==> src/rtl/sram_ctl_pkg.sv <==
package sram_ctl_pkg;

  typedef enum logic [2:0] {
    ST_IDLE  = 3'd0,
    ST_TURN  = 3'd1,
    ST_WRITE = 3'd2,
    ST_WREC  = 3'd3,
    ST_READ  = 3'd4
  } seq_state_e;

  // Round a nanosecond minimum up to whole clock periods.
  function automatic int ns_to_cyc(input int ns, input int period_ns);
    return (ns + period_ns - 1) / period_ns;
  endfunction

  function automatic int imax(input int a, input int b);
    return (a > b) ? a : b;
  endfunction

endpackage

==> src/rtl/sram_rst_sync.sv <==
module sram_rst_sync (
  input  logic clk,
  input  logic rst_n,
  output logic srst_n
);

  logic meta_q;
  logic sync_q;

  always_ff @(posedge clk or negedge rst_n) begin
    if (!rst_n) begin
      meta_q <= 1'b0;
      sync_q <= 1'b0;
    end else begin
      meta_q <= 1'b1;
      sync_q <= meta_q;
    end
  end

  assign srst_n = sync_q;

endmodule

==> src/rtl/sram_phase_timer.sv <==
module sram_phase_timer #(
  parameter int CW = 4
) (
  input  logic          clk,
  input  logic          rst_n,
  input  logic          load,
  input  logic [CW-1:0] load_val,
  output logic          done
);

  logic [CW-1:0] cnt_q;
  logic [CW-1:0] cnt_d;
  logic          cnt_en;

  always_comb begin
    cnt_en = load || (cnt_q != '0);
    cnt_d  = load ? load_val : (cnt_q - 1'b1);
  end

  always_ff @(posedge clk or negedge rst_n) begin
    if (!rst_n) begin
      cnt_q <= '0;
    end else if (cnt_en) begin
      cnt_q <= cnt_d;
    end
  end

  assign done = (cnt_q == '0);

endmodule

==> src/rtl/sram_byte_lane.sv <==
module sram_byte_lane (
  input  logic       clk,
  input  logic       rst_n,
  input  logic       load,
  input  logic [7:0] wbyte,
  input  logic       sel_nxt,
  input  logic       drive_nxt,
  input  logic       capture,
  input  logic [7:0] din,
  output logic       be_n,
  output logic [7:0] dout,
  output logic       oe,
  output logic [7:0] rd_byte
);

  always_ff @(posedge clk or negedge rst_n) begin
    if (!rst_n) begin
      be_n <= 1'b1;
      oe   <= 1'b0;
    end else begin
      be_n <= ~sel_nxt;
      oe   <= sel_nxt & drive_nxt;
    end
  end

  always_ff @(posedge clk or negedge rst_n) begin
    if (!rst_n) begin
      dout <= '0;
    end else if (load) begin
      dout <= wbyte;
    end
  end

  always_ff @(posedge clk or negedge rst_n) begin
    if (!rst_n) begin
      rd_byte <= '0;
    end else if (capture) begin
      rd_byte <= be_n ? 8'h00 : din;
    end
  end

endmodule

==> src/rtl/sram_seq_fsm.sv <==
module sram_seq_fsm
  import sram_ctl_pkg::*;
#(
  parameter int ADDR_W  = 17,
  parameter int LANES   = 2,
  parameter int CLK_NS  = 10,
  parameter int T_RD_NS = 55,
  parameter int T_OE_NS = 30,
  parameter int T_WP_NS = 45,
  parameter int T_AW_NS = 50,
  parameter int T_DW_NS = 25,
  parameter int T_WC_NS = 55,
  parameter int T_HZ_NS = 20
) (
  input  logic              clk,
  input  logic              rst_n,
  input  logic              srst_n,
  input  logic              req_valid,
  input  logic              req_write,
  input  logic [ADDR_W-1:0] req_addr,
  input  logic [LANES-1:0]  req_mask,
  output logic              req_ready,
  output logic              accept,
  output logic [LANES-1:0]  lane_sel_nxt,
  output logic              drive_nxt,
  output logic              capture,
  output logic              rd_valid,
  output logic              mem_cs_n,
  output logic              mem_we_n,
  output logic              mem_oe_n,
  output logic [ADDR_W-1:0] mem_addr
);

  localparam int RD_CYC  = imax(1, imax(ns_to_cyc(T_RD_NS, CLK_NS), ns_to_cyc(T_OE_NS, CLK_NS)));
  localparam int WP_CYC  = imax(1, imax(ns_to_cyc(T_WP_NS, CLK_NS),
                                        imax(ns_to_cyc(T_AW_NS, CLK_NS), ns_to_cyc(T_DW_NS, CLK_NS))));
  localparam int REC_CYC = imax(1, ns_to_cyc(T_WC_NS, CLK_NS) - WP_CYC);
  localparam int TA_CYC  = imax(1, ns_to_cyc(T_HZ_NS, CLK_NS));
  localparam int MAX_CYC = imax(imax(RD_CYC, WP_CYC), imax(REC_CYC, TA_CYC));
  localparam int CW      = $clog2(MAX_CYC + 1);

  localparam logic [CW-1:0] RD_LD  = CW'(RD_CYC - 1);
  localparam logic [CW-1:0] WP_LD  = CW'(WP_CYC - 1);
  localparam logic [CW-1:0] REC_LD = CW'(REC_CYC - 1);
  localparam logic [CW-1:0] TA_LD  = CW'(TA_CYC - 1);

  seq_state_e        state_q, state_d;
  logic              ta_pend_q, ta_pend_d;
  logic              t_load;
  logic [CW-1:0]     t_val;
  logic              t_done;
  logic [LANES-1:0]  op_mask_q;
  logic [LANES-1:0]  mask_nxt;
  logic              busy_nxt;

  sram_phase_timer #(.CW(CW)) i_timer (
    .clk      (clk),
    .rst_n    (rst_n),
    .load     (t_load),
    .load_val (t_val),
    .done     (t_done)
  );

  assign req_ready = (state_q == ST_IDLE) && srst_n;
  assign accept    = req_ready && req_valid;
  assign capture   = (state_q == ST_READ) && t_done;

  // Next-state and phase timer load
  always_comb begin
    state_d   = state_q;
    ta_pend_d = ta_pend_q;
    t_load    = 1'b0;
    t_val     = '0;
    unique case (state_q)
      ST_IDLE: begin
        if (accept) begin
          t_load = 1'b1;
          if (!req_write) begin
            state_d = ST_READ;
            t_val   = RD_LD;
          end else if (ta_pend_q) begin
            state_d = ST_TURN;
            t_val   = TA_LD;
          end else begin
            state_d = ST_WRITE;
            t_val   = WP_LD;
          end
        end
      end
      ST_TURN: begin
        if (t_done) begin
          state_d   = ST_WRITE;
          ta_pend_d = 1'b0;
          t_load    = 1'b1;
          t_val     = WP_LD;
        end
      end
      ST_WRITE: begin
        ta_pend_d = 1'b0;
        if (t_done) begin
          state_d = ST_WREC;
          t_load  = 1'b1;
          t_val   = REC_LD;
        end
      end
      ST_WREC: begin
        if (t_done) begin
          state_d = ST_IDLE;
        end
      end
      ST_READ: begin
        if (t_done) begin
          state_d   = ST_IDLE;
          ta_pend_d = 1'b1;
        end
      end
      default: state_d = ST_IDLE;
    endcase
  end

  always_comb begin
    mask_nxt     = accept ? req_mask : op_mask_q;
    busy_nxt     = (state_d == ST_READ) || (state_d == ST_WRITE) || (state_d == ST_WREC);
    lane_sel_nxt = busy_nxt ? mask_nxt : '0;
    drive_nxt    = (state_d == ST_WRITE);
  end

  always_ff @(posedge clk or negedge rst_n) begin
    if (!rst_n) begin
      state_q   <= ST_IDLE;
      ta_pend_q <= 1'b0;
      mem_cs_n  <= 1'b1;
      mem_we_n  <= 1'b1;
      mem_oe_n  <= 1'b1;
      rd_valid  <= 1'b0;
    end else begin
      state_q   <= state_d;
      ta_pend_q <= ta_pend_d;
      mem_cs_n  <= ~busy_nxt;
      mem_we_n  <= ~(state_d == ST_WRITE);
      mem_oe_n  <= ~(state_d == ST_READ);
      rd_valid  <= capture;
    end
  end

  always_ff @(posedge clk or negedge rst_n) begin
    if (!rst_n) begin
      op_mask_q <= '0;
      mem_addr  <= '0;
    end else if (accept) begin
      op_mask_q <= req_mask;
      mem_addr  <= req_addr;
    end
  end

endmodule

==> src/rtl/sram_async_ctl.sv <==
module sram_async_ctl
  import sram_ctl_pkg::*;
#(
  parameter int ADDR_W  = 17,
  parameter int DATA_W  = 16,
  parameter int CLK_NS  = 10,
  parameter int T_RD_NS = 55,
  parameter int T_OE_NS = 30,
  parameter int T_WP_NS = 45,
  parameter int T_AW_NS = 50,
  parameter int T_DW_NS = 25,
  parameter int T_WC_NS = 55,
  parameter int T_HZ_NS = 20
) (
  input  logic                clk,
  input  logic                rst_n,
  input  logic                req_valid,
  output logic                req_ready,
  input  logic                req_write,
  input  logic [ADDR_W-1:0]   req_addr,
  input  logic [DATA_W-1:0]   req_wdata,
  input  logic [DATA_W/8-1:0] req_mask,
  output logic                rd_valid,
  output logic [DATA_W-1:0]   rd_data,
  output logic                mem_cs_n,
  output logic                mem_we_n,
  output logic                mem_oe_n,
  output logic [DATA_W/8-1:0] mem_be_n,
  output logic [ADDR_W-1:0]   mem_addr,
  output logic [DATA_W-1:0]   mem_dq_out,
  output logic [DATA_W/8-1:0] mem_dq_oe,
  input  logic [DATA_W-1:0]   mem_dq_in
);

  localparam int LANES = DATA_W / 8;

  logic             srst_n;
  logic             accept;
  logic [LANES-1:0] lane_sel_nxt;
  logic             drive_nxt;
  logic             capture;

  sram_rst_sync i_rst_sync (
    .clk    (clk),
    .rst_n  (rst_n),
    .srst_n (srst_n)
  );

  sram_seq_fsm #(
    .ADDR_W  (ADDR_W),
    .LANES   (LANES),
    .CLK_NS  (CLK_NS),
    .T_RD_NS (T_RD_NS),
    .T_OE_NS (T_OE_NS),
    .T_WP_NS (T_WP_NS),
    .T_AW_NS (T_AW_NS),
    .T_DW_NS (T_DW_NS),
    .T_WC_NS (T_WC_NS),
    .T_HZ_NS (T_HZ_NS)
  ) i_fsm (
    .clk          (clk),
    .rst_n        (rst_n),
    .srst_n       (srst_n),
    .req_valid    (req_valid),
    .req_write    (req_write),
    .req_addr     (req_addr),
    .req_mask     (req_mask),
    .req_ready    (req_ready),
    .accept       (accept),
    .lane_sel_nxt (lane_sel_nxt),
    .drive_nxt    (drive_nxt),
    .capture      (capture),
    .rd_valid     (rd_valid),
    .mem_cs_n     (mem_cs_n),
    .mem_we_n     (mem_we_n),
    .mem_oe_n     (mem_oe_n),
    .mem_addr     (mem_addr)
  );

  for (genvar g = 0; g < LANES; g++) begin : g_lane
    sram_byte_lane i_lane (
      .clk       (clk),
      .rst_n     (rst_n),
      .load      (accept),
      .wbyte     (req_wdata[g*8 +: 8]),
      .sel_nxt   (lane_sel_nxt[g]),
      .drive_nxt (drive_nxt),
      .capture   (capture),
      .din       (mem_dq_in[g*8 +: 8]),
      .be_n      (mem_be_n[g]),
      .dout      (mem_dq_out[g*8 +: 8]),
      .oe        (mem_dq_oe[g]),
      .rd_byte   (rd_data[g*8 +: 8])
    );
  end

endmodule

==> config.mk <==
export PLATFORM = sky130hd
export DESIGN_NAME = sram_async_ctl
export DESIGN_NICKNAME = d
export VERILOG_FILES = /design/src/rtl/sram_ctl_pkg.sv /design/src/rtl/sram_rst_sync.sv /design/src/rtl/sram_phase_timer.sv /design/src/rtl/sram_byte_lane.sv /design/src/rtl/sram_seq_fsm.sv /design/src/rtl/sram_async_ctl.sv
export SDC_FILE = /design/constraint.sdc
export NUM_CORES = 1
export LEC_CHECK = 0
export BUFFER_PORTS_ARGS = -buffer_cell sky130_fd_sc_hd__buf_2
export CAP_MARGIN = 10
export CORE_MARGIN = 2
export CORE_UTILIZATION = 44
export DETAILED_ROUTE_END_ITERATION = 12
export HOLD_SLACK_MARGIN = 0.12
export PLACE_DENSITY = 0.85
export SETUP_SLACK_MARGIN = 0.3
export SLEW_MARGIN = 20
export SYNTH_ARGS = -nofsm -noshare
export SYNTH_HDL_FRONTEND = slang
export SYNTH_SLANG_ARGS = --single-unit
==> constraint.sdc <==
create_clock -name clk -period 1.5 [get_ports clk]
set_input_delay 0.15 -clock clk [delete_from_list [all_inputs] [get_ports clk]]
set_output_delay 0.15 -clock clk [all_outputs]
set_load 0.02 [all_outputs]
; Word-level counts from Yosys, hierarchy flattened
; Cells that the tools add are included.
[totals]
memories = 0
elab_cells = 72
input_bits = 55
romBits = 0
latchBits = 0
ram_bits = 0
output_inout_bits = 58
ff_bits = 68
[classes]
n_addsub = 1
n_div = 0
n_reduce_logical = 13
n_lt_le_gt_ge = 0
shift = 0
mux = 23
eq_ne = 9
bitwise = 7
mul = 0
[op_table]
columns = operator, count
row1 = $mux 3, 10
row2 = $mux 8, 2
row3 = $eq 3x2->1 const B, 4
row4 = $pmux 3 s4, 1
row5 = $eq 3x3->1 const B, 2
row6 = $logic_not 3->1, 2
row7 = $mux 2, 3
row8 = $pmux 3 s2, 1
row9 = $reduce_bool 3->1, 2
row10 = $not 1->1, 5
row11 = $mux 1, 4
row12 = $ne 2x1->1 const B, 2
row13 = $reduce_or 2->1, 2
row14 = $eq 3x1->1 const B, 1
row15 = $logic_and 1x1->1, 3
row16 = $logic_or 1x1->1, 3
row17 = $pmux 1 s3, 1
row18 = $reduce_and 3->1, 1
row19 = $sub 3x1->3 const B, 1
row20 = $and 1x1->1, 2
row21 = $pmux 1 s2, 1

; Depth between registers and ports, before layout
; Gate-level depths: netlist (run 1).
[depth]
depth_word = 10
ltp_mapped = 7
depth_no_buf = 6

; Modules after synthesis
; From an unflattened synthesis (run 1), not the netlist that was laid out.
[unflattened]
hier_cells = 225
hier_area_um2 = 2936.6
[modules_own_cells]
columns = module, cells_per_inst, area_each_um2, n_inst, seq_area_each_um2
row1 = sram_byte_lane, 54, 704.4, 2, 451.7
row2 = sram_seq_fsm, 93, 1273.7, 1, 679.4
row3 = sram_phase_timer, 21, 200.2, 1, 75.1
row4 = sram_rst_sync, 3, 53.8, 1, 50.0

; Least setup slack after synthesis (run 1)
; OpenSTA, ideal clock, no wires.
[synth_path]
path_kind = register to register
start = register i_fsm.state_q[0]
end = register g_lane[0].i_lane.oe
path_buffers = 2
setup_time_ps = 120
arrival_ps = 1522
path_stages_with_launch = 6
path_slack_ps = -142
synth_period_minus_slack_ps = 1642
required_ps = 1380
cell_sequence = dfrtp_1 > buf_4 > nor4b_4 > nand2_2 > buf_6 > a41o_1
[synth_via]
elab_chain_cells = 10
elab_cells_between_ends = 21
classes_between = 7 x eq/ne / 7 x mux / 1 x bitwise / 6 x reduce/logical
[synth_lines]
columns = element, line
row1 = from (decl), sram_seq_fsm.sv:47  ; seq_state_e state_q, state_d;
row2 = from (signal assigned), sram_seq_fsm.sv:137  ; state_q <= state_d;
row3 = $logic_not 3->1 (*), sram_seq_fsm.sv:64  ; assign req_ready = (state_q == ST_IDLE) && srst_n;
row4 = $logic_and 1x1->1 (*), sram_seq_fsm.sv:64
row5 = via req_ready, sram_async_ctl.sv:18  ; output logic req_ready,
row6 = $logic_and 1x1->1 (*), sram_seq_fsm.sv:65  ; assign accept = req_ready && req_valid;
row7 = $mux 3, sram_seq_fsm.sv:76  ; if (accept) begin
row8 = $pmux 3 s4, sram_seq_fsm.sv:74  ; unique case (state_q)
row9 = $eq 3x3->1 / $eq 3x2->1 (equally long branches), "sram_seq_fsm.sv:123, sram_seq_fsm.sv:125"
row10 = $logic_or 1x1->1 (2 in series), sram_seq_fsm.sv:123  ; busy_nxt = (state_d == ST_READ) || (state_d == ST_WRITE) || (state_d == ST_WREC);
row11 = $mux 2, sram_seq_fsm.sv:124  ; lane_sel_nxt = busy_nxt ? mask_nxt : '0;
row12 = $and 1x1->1 (*), sram_byte_lane.sv:22  ; oe <= sel_nxt & drive_nxt;
row13 = to (signal assigned), sram_byte_lane.sv:22
row14 = to (decl), sram_byte_lane.sv:12  ; output logic oe,
; The timed path passes the listed nets; every way through them passes the cells marked *.
; A chain may end at the register's enable or synchronous reset.

; Worst setup path after layout (run 1)
[layout_path]
start = register i_fsm.state_q[0]
end = register i_fsm.mem_addr[3]
[layout_via]
elab_chain_cells = 3
[layout_lines]
columns = element, line
row1 = $logic_not 3->1, sram_seq_fsm.sv:64
row2 = $logic_and 1x1->1, sram_seq_fsm.sv:64
row3 = $logic_and 1x1->1, sram_seq_fsm.sv:65
row4 = to (signal assigned), sram_seq_fsm.sv:152  ; mem_addr <= req_addr;
row5 = to (decl), sram_seq_fsm.sv:31  ; output logic [ADDR_W-1:0] mem_addr
; No other way between the ends.

==> impl_metrics.py, run 1 <==
metrics = {
    "grt": {
        "grt_antenna_before_repair": 0,
        "grtUsageTotal": 0.264,
        "grt_pass1_wl_mm": 15.0,
        "grt_max_degree": 69,
        "grt_pass1_vias": 3185,
        "grt_overflow": 0,
    },
    "min_path": {
        "hold_depth": 3,
        "min_path_type": "in2reg",
        "hp-start": "req_valid",
        "hold_path_end": "i_fsm.op_mask_q[1]$_DFF_PN0_",
    },
    "drt": {
        "wirelength_mm": 10.5,
        "first_pass_iters": 5,
        "via_count": 3046,
        "antenna_left": 0,
        "vias_per_cell": 5.12,
        "wire_per_inst_um": 17.6,
        "drt_iter0_markers": 208,
        "drc": 0,
    },
    "floorplanning": {
        "die_h_um": 85.5,
        "io_pins": 113,
        "die_x_um": 85.5,
        "dieArea_um2": 7310,
        "core_area_um2": 6390,
        "start_util": 0.458,
        "row_count": 29,
    },
    "timing": {
        "max_freq_mhz": 592,
        "min_period_over_period": 1.13,
        "period_needed_ps": 1690,
        "rsz0062_at_grt": "yes",
        "fin_worst_skew_ps": 13.0,
        "setup_violations": 62,
        "hold_viol": 0,
        "setup_ws_ps": -190,
        "slew_viol_final": 0,
    },
    "critical_path": {
        "cp.arrival_ps": 1960,
        "critPathMaxStageDelay_ps": 450,
        "timing.rr.end": "i_fsm.mem_addr[3]$_DFFE_PN0N_",
        "rrSetupSlack_ps": -190,
        "required_ps": 1780,
        "r2r_cells": 7,
        "startpoint_type": "register",
        "path_max_fanout": 8,
        "slowest_stage": "dfrtp_2",
        "worstPathCellList": "nor4b_4 > buf_4 > and2_4 > buf_12 > clkbuf_16 > nand2_2 > nand2_1",
        "end_kind": "register",
        "timing.rr.start": "i_fsm.state_q[0]$_DFF_PN0_",
        "setup.worst_path.class": "reg2reg",
    },
    "placement": {
        "dp.cells": 490,
        "hpwl_mm": 4.83,
        "port_buffers": 112,
        "pre_cts_ws_ps": -284,
        "place_area_um2": 3660,
        "gp_congestion": 0.903,
    },
    "clock_network": {
        "cts_sinks": 68,
        "clock_latency_ps": 340,
        "ctsHtreeMaxLevel": 3,
        "cts_root_buf": "clkbuf_8",
        "cts_made_buffers": 9,
        "clk_path_buf_depth": 2,
        "cts_tree": "done",
        "clkTransAtPathRegs_ps": 70,
    },
    "synthesis": {
        "ys_ff_latch": 68,
        "yosysSeqAreaShare": 0.584,
        "ys.flop_type": "dfrtp_1",
        "yosysUniqueCellTypes": 41,
        "syn_area_per_cell_um2": 9.78,
        "synth_edf_count": 0,
        "syn-num-nets": 356,
        "yosysWarnings": 0,
        "syn-cell-area_um2": 2920,
        "syn_inst": 299,
        "synthArstFlopShare": 1.00,
    },
    "status": {
        "violations": "negative setup slack",
        "status": "finished, violations left",
    },
    "power": {
        "pwr-share-seq": 0.320,
        "internal_power_mw": 5.85,
        "comb_power_share": 0.528,
        "switchingPower_mw": 4.13,
        "clockPowerShare": 0.152,
        "peakVddDrop_v": 0.00118,
        "power_per_cell_area_nw_per_um2": 1870,
        "swShare": 0.413,
        "leakage_nw": 2.78,
    },
    "final_layout": {
        "diodes": 0,
        "nNetsFinal": 570,
        "drive_gt1_frac": 0.527,
        "final_cells": 595,
        "regArea_um2": 1710,
        "multi_input_area_um2": 1370,
        "layout-area-overhead-vs-synth_pct": 82.3,
        "n_fill_cell": 340,
        "fin_area_um2": 5330,
    },
    "job": {
        "drv_cap": 0,
    },
}
==> registers in the layout (all words and copies together) (netlist names) <==
signal,cells
i_fsm.mem_we_n,1
i_fsm.state_q,3
i_fsm.mem_cs_n,1
g_lane.i_lane.oe,2
i_fsm.ta_pend_q,1
i_fsm.i_timer.cnt_q,3
i_rst_sync.meta_q,1
i_fsm.rd_valid,1
i_fsm.mem_oe_n,1
g_lane.i_lane.rd_byte,16
g_lane.i_lane.be_n,2
i_rst_sync.srst_n,1
i_fsm.mem_addr,17
g_lane.i_lane.dout,16
i_fsm.op_mask_q,2
==> how the worst max path moves through the flow <==
| stage | start | end | slack (ps) |
|---|---|---|---|
| after detailed placement | i_fsm.i_timer.cnt_q[1]$_DFFE_PN0P_ | g_lane[0].i_lane.be_n$_DFF_PN1_ | -280 |
| after CTS | i_fsm.i_timer.cnt_q[0]$_DFFE_PN0P_ | g_lane[0].i_lane.be_n$_DFF_PN1_ | -100 |
| after floorplan | i_fsm.state_q[0]$_DFF_PN0_ | g_lane[0].i_lane.dout[5]$_DFFE_PN0N_ | -110 |
| final | i_fsm.state_q[0]$_DFF_PN0_ | i_fsm.mem_addr[3]$_DFFE_PN0N_ | -190 |
| after global routing | i_fsm.i_timer.cnt_q[0]$_DFFE_PN0P_ | g_lane[0].i_lane.be_n$_DFF_PN1_ | -220 |
| after global placement | i_fsm.i_timer.cnt_q[1]$_DFFE_PN0P_ | g_lane[1].i_lane.be_n$_DFF_PN1_ | -120 |
==> logic make-up after synthesis <==
logic type      Yosys count  synth area share
simple gates            150             0.241
fa+ha+maj                 2           0.00856
other cells               1           0.00128
buf+inv                  37            0.0758
compound gates           37            0.0758
mux                       3            0.0107
flops                    68             0.584
xor+xnor                  1           0.00300
==> metal layers <==
metal	wire length, um	global-route usage	part of all wire	vias to the layer above
met2	5750	0.511	0.55	148
met3	652	0.0606	0.062	38
met4	363	0.0938	0.035	0
met5	0	0	0	-
met1	3720	0.277	0.35	1476
li1	-	-	-	1384
==> cells in the final DEF (no fill, tap or decap), types with 3 or more instances in the layout <==
cell,instances
buf_16,6
and2_4,3
nand2_4,16
nor2_1,5
buf_2,109
nand2_2,34
buf_6,13
a21oi_2,5
inv_1,17
o21ai_1,13
nand2b_4,4
clkbuf_8,11
nor2b_1,3
dfstp_2,5
clkbuf_16,3
dfrtp_1,62
dlygate4sd3_1,53
nand3b_1,16
o21ai_2,5
nand2_1,54
buf_4,27
buf_12,9
nand2b_1,3
==> layout make-up <==
class,count,area share
flip-flops and latches,68,0.321
clock buffers,12,0.0291
clock inverters,4,0.00892
inverters,19,0.0134
multi-input cells,194,0.257
repair buffers,221,0.352
well taps,77,0.0181
==> power groups by stage <==
stage | registers [mW] | logic (mW) | clock network, mW
after global routing | 3.26 | 5.64 | 1.66
after CTS | 3.13 | 4.56 | 1.53
after floorplan | 3.95 | 1.64 | 0
after global placement | 3.14 | 3.62 | 0
after detailed placement | 3.16 | 3.75 | 0
final | 3.19 | 5.27 | 1.52
==> cell usage after synthesis (4+ instances only) <==
library cell / instances / area [um2]
nand2b_1: 7 / 43.8
nor2_1: 7 / 26.3
nand3b_1: 16 / 120
nor2b_1: 4 / 25.0
o21ai_0: 18 / 90.1
inv_1: 19 / 71.3
nand2_1: 104 / 390
dfstp_2: 5 / 131
a21oi_1: 7 / 35.0
buf_2: 5 / 25.0
dfrtp_1: 63 / 1580
buf_4: 6 / 45.0
==> worst max-delay path: cells and delay by family, from the launching register on <==
kind	cells	cell delay, ps
AND/OR/NAND/NOR	4	710
buffers and inverters	3	470
flip-flops	1	450
==> timing repair <==
action / in CTS / in global routing
endpoints found under the hold margin: 116 / 0
cloned: 7 / 3
gates resized for setup: 65 / 74
pin swaps: 19 / 54
hold buffers: 53 / 0
endpoints found under the setup margin: 69 / 69
buffers inserted: 18 / 8
==> per-stage QoR <==
stage / power, mW / hold WS [ps] / util / TNS [ps]
2_1_floorplan: 5.59 / -146 / - / -3790
3_3_place_gp: 6.76 / 197 / 0.574 / -2430
3_5_place_dp: 6.91 / 199 / 0.574 / -3120
4_1_cts: 9.22 / 217 / 0.772 / -1930
5_1_grt: 10.6 / 267 / 0.834 / -10090
6_report: 9.98 / 259 / 0.834 / -7650
No activity file was read; power rests on OpenSTA's default activity.
==> run 2: changes to the inputs <==
PLACE_DENSITY = 0.78   (was 0.85)
==> run 2 against run 1 <==
The run still ends with negative setup slack left. Maximum frequency rose by 3.0%. Register-to-register slack improved by 50 ps. Count of clock-buffer cells in the layout did not move. Sequential share of layout area rose by 1.3 points. Setup slack improved by 50 ps. Clock skew barely moved. Clock power barely moved. Combinational power fell by 5.7%. Global-route usage fell by 1.8 points. Utilization fell by 3.3 points. Largest cell class is now registers.
==> impl_metrics.py, run 2 (synthesis results as in run 1) <==
metrics = {
    "critical_path": {
        "timing.rr.end": "g_lane[0].i_lane.dout[3]$_DFFE_PN0N_",
        "required_ps": 1760,
        "timing.rr.start": "i_fsm.state_q[0]$_DFF_PN0_",
        "cp.arrival_ps": 1900,
        "r2r_cells": 6,
        "end_kind": "register",
        "rrSetupSlack_ps": -140,
        "startpoint_type": "register",
        "setup.worst_path.class": "reg2reg",
        "critPathLaunch": "i_fsm.state_q[0]$_DFF_PN0_",
        "path_max_fanout": 8,
    },
    "grt": {
        "grt_antenna_before_repair": 0,
        "grt_pass1_vias": 2999,
        "grt_overflow": 0,
        "grt_max_degree": 35,
        "grtUsageTotal": 0.246,
        "grt_pass1_wl_mm": 14.1,
    },
    "drt": {
        "drc": 0,
        "drt_iter0_markers": 130,
        "wirelength_mm": 10.0,
        "wire_per_inst_um": 17.1,
        "vias_per_cell": 5.06,
        "first_pass_iters": 4,
        "via_count": 2964,
        "antenna_left": 0,
    },
    "final_layout": {
        "layout-area-overhead-vs-synth_pct": 75.2,
        "diodes": 0,
        "largest_reg_flops": 17,
        "final_cell_mix": "109 x buf_2, 63 x dfrtp_1, 53 x dlygate4sd3_1, 52 x nand2_1, 33 x nand2_2",
        "nNetsFinal": 561,
        "final_common_cell": "buf_2",
        "utilization": 0.802,
        "top_register": "i_fsm.mem_addr",
        "fin_area_um2": 5120,
        "reg_top3": "i_fsm.mem_addr x17, g_lane.i_lane.dout x16, g_lane.i_lane.rd_byte x16",
        "drive_gt1_frac": 0.511,
    },
    "placement": {
        "gp_congestion": 0.860,
        "pre_cts_ws_ps": -202,
        "port_buffers": 112,
        "hpwl_mm": 4.88,
        "place_area_um2": 3680,
    },
    "timing": {
        "period_needed_ps": 1640,
        "hold_ws_ps": 222,
        "setup_ws_ps": -140,
        "rsz0062_at_grt": "yes",
        "min_period_over_period": 1.09,
        "setup_violations": 48,
        "max_freq_mhz": 610,
        "fin_worst_skew_ps": 12.9,
        "hold_viol": 0,
        "slew_viol_final": 0,
    },
    "floorplanning": {
        "start_util": 0.458,
        "io_pins": 113,
        "die_h_um": 85.5,
        "dieArea_um2": 7310,
        "die_x_um": 85.5,
        "row_count": 29,
        "core_area_um2": 6390,
    },
    "clock_network": {
        "ctsHtreeMaxLevel": 3,
        "cts_made_buffers": 9,
        "clkTransAtPathRegs_ps": 70,
        "cts_sinks": 68,
        "clock_latency_ps": 330,
        "cts_root_buf": "clkbuf_8",
        "cts_tree": "done",
        "clk_path_buf_depth": 2,
    },
    "power": {
        "power_per_cell_area_nw_per_um2": 1890,
        "peakVddDrop_v": 0.00123,
        "leakage_nw": 2.70,
    },
    "job": {
        "drv_cap": 0,
    },
    "min_path": {
        "min_path_type": "in2async",
    },
    "status": {
        "violations": "negative setup slack",
        "status": "finished, violations left",
    },
}
==> run 2: through the flow <==
stage          std cells  setup TNS (ps)  total power [mW]
3_3_place_gp         492            -218              6.74
2_1_floorplan        299           -3790              5.59
5_1_grt              586           -7490              10.2
4_1_cts              573            -769              9.00
6_report             586           -4140              9.68
3_5_place_dp         492            -744              6.89
==> run 2: routing by layer <==
metal  routed length, um  GRT usage  vias to the layer above  part of all wire
li1                    -          -                     1362                 -
met4                 217     0.0880                        0             0.022
met2                5270      0.440                      133              0.53
met3                 659     0.0529                       21             0.066
met5                   0          0                        -                 0
met1                3860      0.293                     1448              0.39
==> run 2: repair_timing <==
item                                    in CTS  in global routing
pin swaps                                   15                 58
hold endpoints to repair                   117                  0
gates cloned                                 3                  5
setup buffers                                9                  8
gates resized for setup                     43                 83
hold buffers                                53                  0
endpoints found under the setup margin      69                 69
==> run 2: layout make-up <==
type / count / area [um2]
Clock inverter: 4 / 48.8
Tap cell: 77 / 96.3
Clock buffer: 12 / 155
Sequential cell: 68 / 1710
Inverter: 19 / 71.3
Multi-Input combinational cell: 195 / 1380
Timing Repair Buffer: 211 / 1660
Fill cell: 350 / 1260
==> run 2: how the worst max path moves through the flow <==
| stage | endpoint | slack [ps] | cells past startpoint |
|---|---|---|---|
| 6_report | g_lane[0].i_lane.dout[3]$_DFFE_PN0N_ | -140 | 6 |
| 2_1_floorplan | g_lane[0].i_lane.dout[5]$_DFFE_PN0N_ | -110 | 7 |
| 5_1_grt | g_lane[0].i_lane.be_n$_DFF_PN1_ | -200 | 6 |
| 3_5_place_dp | g_lane[1].i_lane.be_n$_DFF_PN1_ | -200 | 6 |
| 4_1_cts | g_lane[1].i_lane.be_n$_DFF_PN1_ | -70 | 6 |
| 3_3_place_gp | g_lane[1].i_lane.be_n$_DFF_PN1_ | -60 | 6 |
==> run 2: where the power goes <==
group	total (mW)	switching (mW)	internal [mW]
clock network	1.51	0.655	0.857
registers	3.20	0.506	2.69
logic	4.97	2.86	2.11
total	9.68	4.02	5.66
==> run 2: critical path: stages (launching register included) <==
cell,delay [ps]
dfrtp_1,420
nor4b_4,370
buf_4,190
and2_4,260
clkbuf_16,210
nand2_2,50
nand2_1,70
